[src/rtl/adc_port_pkg.sv]
package adc_port_pkg;

  // configuration word {first, second}
  localparam logic [1:0] CFG_SOLO_A = 2'b10;
  localparam logic [1:0] CFG_SOLO_B = 2'b11;
  localparam logic [1:0] CFG_A_MINUS_B = 2'b00;
  localparam logic [1:0] CFG_B_MINUS_A = 2'b01;

  typedef struct packed {
    logic sampleStb;   // latch selected input
    logic commitStb;   // conversion done, publish code
    logic loadStb;     // frame start, load shifter
    logic shiftStb;    // next lower bit
    logic cfgCapStb;   // capture one configuration bit
    logic cfgIdx;      // 0 = first bit, 1 = second bit
  } ctrlStrobes_t;

endpackage

[src/rtl/adc_port_ctrl.sv]
module adc_port_ctrl
  import adc_port_pkg::*;
#(
  parameter int CONV_CYCLES = 20,
  localparam int CNT_W = $clog2(CONV_CYCLES + 1)
) (
  input  logic         clk,
  input  logic         rst_n,
  input  logic         convS,
  input  logic         sckS,
  output ctrlStrobes_t strb,
  output logic         sdoOe,
  output logic         busy,
  output logic         sleeping,
  output logic         violation
);
  logic convPrev, sckPrev;
  logic [CNT_W-1:0] cnt;
  logic [1:0] cfgCnt;
  logic convRise, convFall, sckRise, sckFall;

  assign convRise = convS & ~convPrev;
  assign convFall = ~convS & convPrev;
  assign sckRise  = sckS & ~sckPrev;
  assign sckFall  = ~sckS & sckPrev;
  assign busy     = (cnt != '0);
  assign sleeping = convPrev & ~busy;

  always_comb begin
    strb.sampleStb = convRise;
    strb.commitStb = (cnt == CNT_W'(1)) & ~convFall & ~convRise;
    strb.loadStb   = convFall;
    strb.shiftStb  = sckFall & sdoOe & ~convFall;
    strb.cfgCapStb = sckRise & sdoOe & ~convFall & (cfgCnt < 2'd2);
    strb.cfgIdx    = cfgCnt[0];
  end

  always_ff @(posedge clk or negedge rst_n) begin
    if (!rst_n) begin
      convPrev  <= 1'b0;
      sckPrev   <= 1'b0;
      cnt       <= '0;
      violation <= 1'b0;
      sdoOe     <= 1'b0;
      cfgCnt    <= 2'd0;
    end else begin
      convPrev <= convS;
      sckPrev  <= sckS;
      if (convRise) begin
        cnt       <= CNT_W'(CONV_CYCLES);
        violation <= 1'b0;
        sdoOe     <= 1'b0;
      end else if (convFall) begin
        sdoOe  <= 1'b1;
        cfgCnt <= 2'd0;
        if (busy) begin
          violation <= 1'b1;
          cnt       <= '0;
        end
      end else begin
        if (busy) cnt <= cnt - CNT_W'(1);
        if (strb.cfgCapStb) cfgCnt <= cfgCnt + 2'd1;
      end
    end
  end

  a_r1_busy_after_rise: assert property (@(posedge clk) disable iff (!rst_n)
    convRise |=> busy);
  a_r2_oe_off_high: assert property (@(posedge clk) disable iff (!rst_n)
    convPrev |-> !sdoOe);
  a_r8_flag_on_early_fall: assert property (@(posedge clk) disable iff (!rst_n)
    (convFall && busy) |=> violation);
  a_r8_flag_clears: assert property (@(posedge clk) disable iff (!rst_n)
    convRise |=> !violation);
endmodule

[config.mk]
export PLATFORM = sky130hd
export DESIGN_NAME = adc_port_ctrl
export DESIGN_NICKNAME = d
export VERILOG_FILES = /design/src/rtl/adc_port_pkg.sv /design/src/rtl/adc_port_ctrl.sv
export SDC_FILE = /design/constraint.sdc
export NUM_CORES = 1
export LEC_CHECK = 0
export BUFFER_PORTS_ARGS = -buffer_cell sky130_fd_sc_hd__buf_4
export CORE_AREA = 3 3 40 42
export DETAILED_ROUTE_END_ITERATION = 12
export DIE_AREA = 0 0 43 45
export GPL_TIMING_DRIVEN = 1
export HOLD_SLACK_MARGIN = 0.06
export PLACE_DENSITY = 0.78
export SETUP_SLACK_MARGIN = 0.02
export SLEW_MARGIN = 30
export SYNTH_ARGS = -nofsm -noshare
export SYNTH_HDL_FRONTEND = slang
export SYNTH_SLANG_ARGS = --single-unit
[constraint.sdc]
create_clock -name clk -period 1.55 [get_ports clk]
set_clock_uncertainty 0.1 [all_clocks]
set_input_delay 0.2325 -clock clk [delete_from_list [all_inputs] [get_ports clk]]
set_output_delay 0.2325 -clock clk [all_outputs]
set_load 0.03 [all_outputs]
# Word-level counts from Yosys, hierarchy flattened

Index checks and enable logic that the tools add are counted.
Widths: inputs -> output; s select.

Bits in registers: 11
Input bits: 4
Output and inout bits: 10
Logic and storage cells: 46

Add/subtract/negate cells: 2
$lt $le $gt $ge: 1
Equal/unequal tests: 1
Muxes and demuxes: 11
Bitwise operators: 19
Reduce and logical (&&, ||, !) cells: 6

Operator list:

| cell                | count |
|---|---|
| $mux 5              | 4 |
| $and 1x1->1         | 12 |
| $not 1->1           | 7 |
| $reduce_bool 2->1   | 3 |
| $eq 5x1->1 const B  | 1 |
| $mux 1              | 5 |
| $reduce_bool 5->1   | 1 |
| $sub 5x1->5 const B | 1 |
| $mux 2              | 2 |
| $reduce_and 2->1    | 2 |
| $add 2x1->2 const B | 1 |
| $lt 2x2->1 const B  | 1 |

# Longest topological paths before layout

Word-level depth: 7
Depth in mapped cells: 6
Mapped depth without buffers: 5

# Worst setup path before layout

Ideal clock, no wire load.

Path kind: register -> output
Start: register convPrev
End: output strb[2] (netlist bit)
Data arrival time: 1.758 ns
Required time: 1.217 ns
Slack: -0.540 ns
Cell stages (with the launch flop): 4
Path buffers: 1
Cells stage by stage: dfrtp_1 > ha_1 > clkbuf_1 > nor4bb_1

RTL lines:

| what                   | line                | source |
|---|---|---|
| from (decl)            | adc_port_ctrl.sv:17 | `logic convPrev, sckPrev;` |
| from (signal assigned) | adc_port_ctrl.sv:47 | `convPrev <= convS;` |
| to (decl)              | adc_port_ctrl.sv:11 | `output ctrlStrobes_t strb,` |

==> impl_results.md <==
- Buffers plus inverters on the worst setup path: 2
- Clock transition at the registers of the reported paths: approximately 0.070 ns
- Die X-Extent: 43 µm
- Cells after synthesis: 56
- CTS max path bufs: 2
- DP Cell Count: between 90 and 100
- RSZ-0062 raised after global routing: yes
- First-pass GRT wire length: around 2700 µm
- Detailed Route Iter0 Violations: 9
- Drt wl/cell: roughly 16 µm
- Clock Tree Root: clkbuf_4
- Crit. End Element: primary output
- PwrDens: 1630 nW/µm²
- CTS sink count: 11
- Dominant cells by area after synthesis: dfrtp_1 46%, ha_1 8.4%, nor4b_4 4.0%
- Max-cap viol count: 0
- Final setup violation count: 9
- Port buffer count: 13
- Rel. slew slack: 81.3%
- CTS tree: done
- Mapped Area: roughly 590 µm²
- All-layer global routing usage: 19.8%
- Share of power burned in registers: between 20% and 30%
- Switch Pwr: 0.000628 W
- Period utilization: 126%
- Switching Share: 37.0%
- Row cnt: 13
- Vias/cell: around 5.3
- Critical path, cell by cell: inv_2 > ha_1 > or4b_4 > nor3_4 > buf_6
- WS Path Type: flop to primary output
- HPWL after DPL: just under 1000 µm
- HP Class: input port to async pin
- Detail Route Antenna Nets: 0
- Met3 Track Usage GR: 2.79%
- Top Family by Delay on Critical Path: simple AND/OR/NAND/NOR gates
- Pin count of the biggest net entering global routing: 12
- Core footprint: 1280 µm²
- Number of synthesized register bits: 11
- CP peak stage delay: 0.47 ns
- Fmax: between 500 and 600 MHz
- I/O pin cnt: 14
- Data arrival, critical path: 1.62 ns
- ANT cells: 0
- CTS Buf Count: 3
- Final setup margin: -0.400 ns
- Gpl congestion: 0.761
- Vias in the first global route: 600
- Crit-path max FO: 2
- Yosys top cell area share: 46.3%
- Status: finished, violations left
- Final Non-Filler Cells: about 110
- Synthesized net count: 64
- Slowest cell on crit path: or4b_4
- Initial core utilization: between 40 and 50%
- Final Hold Fails: 0
- Grt met2 use: 31.7%
- Filler Cells Inserted: 73
- Post-synth top cells: 11 x dfrtp_1, 6 x inv_1, 4 x ha_1
- Failing checks: negative setup slack
- Final WL: around 1800 µm
- Startpoint Class: flop
- YS warnings: 0
- Initial antenna violation count: 0
- Vias: 570
- Grt total ovfl: 0
- Most used routing layer: met2
- Leakage power: 0.481 nW
- Fin crit period: 1.95 ns
- Crit path required time: 1.22 ns
- Int Pwr: 0.00107 W
- Clock power frac: between 10% and 20%
- Area Overhead vs Synth: 74.7%
- Top FF cell, synth: dfrtp_1
- Comb pwr share: 61.2%
- Top-count cell post-synth: dfrtp_1
- Post-synth EDFFs: 0
- Layout cell share with drive strength beyond 1: 62.4%
- Async set-reset flop share out of synthesis: 100%
- Worst-skew pair later-pin latency: 0.28 ns
- Max H-tree Level: 1
- Yosys top cell by area: dfrtp_1
- Least-Margin Pin Slew: 0.279 ns
- Syn Area/Cell: ~11 µm²
- DRC viols: 0
- Distinct cells, synth: 25
- Fin. max-slew vios: 0
- 1st-pass router iterations: 4
- Power Total: 0.00170 W
- Die Y: 45 µm
- Util after Layout: 80.8%
- Met1 GRT Util: 23.7%
- Seq/Total Area, Yosys: between 40% and 50%
- Full die area: 1940 µm²
- Peak supply drop: 1.01 mV
- Fin nets: 102
placed cells by master, fill, tap and decap left out, drive strengths merged, types with 3 or more instances in the layout:
| master | instances |
|---|---|
| dlygate4sd3 | 3 |
| buf | 35 |
| ha | 4 |
| nor3 | 3 |
| nand2 | 3 |
| inv | 6 |
| dfrtp | 11 |
| a21oi | 3 |
| clkbuf | 4 |
final timing paths:
path	cells after the start	slack, ns	to	start
min reg2reg	1	0.43	violation	violation
min in group clk	3	0.33	cnt[0]	convS
min	2	0.22	cnt[2]	rst_n
max reg2reg	7	-0.10	cnt[1]	cnt[0]
max in group asynchronous	2	0.98	cnt[3]	rst_n
max	5	-0.40	strb[4]	cnt[1]
cell type report:
type | instances | area (µm²) | share of cell area (%)
well taps | 15 | 18.8 | 1.81
multi-input cells | 34 | 362 | 34.8
repair buffers | 38 | 334 | 32.2
inverters | 6 | 22.5 | 2.17
clock buffers | 4 | 26.3 | 2.53
flip-flops and latches | 11 | 275 | 26.5
flip-flops by register name, indices dropped and copies added (netlist names):
signal and count:
convPrev 1, cnt 5, violation 1, sdoOe 1, sckPrev 1, cfgCnt 2
power by group through the flow:
stage | Sequential [W] | Combinational, W | Clock (W)
after global placement | 0.000440 | 0.000739 | 0
after floorplan | 0.000484 | 0.000400 | 0
final | 0.000451 | 0.00104 | 0.000208
after global routing | 0.000460 | 0.00112 | 0.000223
after detailed placement | 0.000447 | 0.000757 | 0
after CTS | 0.000448 | 0.000894 | 0.000199
kinds of logic after synthesis:
kind of cell               Yosys count  share of synthesized area [%]
buffers and inverters               11                           8.84
xor gates and xnor gates             2                           2.95
DFF                                 11                           46.3
and+or+nand+nor                     19                           23.8
adders and majority gates            4                           8.42
AOI/OAI and AO/OA                    9                           9.69
stage by stage:
stage | cell area, µm² | setup TNS (ns) | hold WS, ns | setup slack [ns]
6_report | 1040 | -1.41 | 0.221 | -0.400
5_1_grt | 1040 | -1.96 | 0.230 | -0.453
4_1_cts | 975 | -1.16 | 0.240 | -0.390
3_5_place_dp | 812 | -0.306 | -0.0261 | -0.156
3_3_place_gp | 812 | -0.179 | -0.0275 | -0.0976
2_1_floorplan | 628 | -0.372 | -0.163 | -0.147
metal layers:
layer / share of wire (%) / vias to the layer above
li1: - / 271
met1: 42 / 280
met2: 51 / 14
met3: 3.5 / 5
met4: 3.5 / 0
met5: 0 / -
repair_timing:
| action | in CTS | in global routing |
|---|---|---|
| setup endpoints to repair | 10 | 12 |
| buffers inserted | 7 | 4 |
| hold buffers | 3 | 0 |
| pin swaps | 4 | 3 |
| gates resized for setup | 14 | 11 |
| hold endpoints to repair | 13 | 0 |
(Power assumes the default switching activity.)
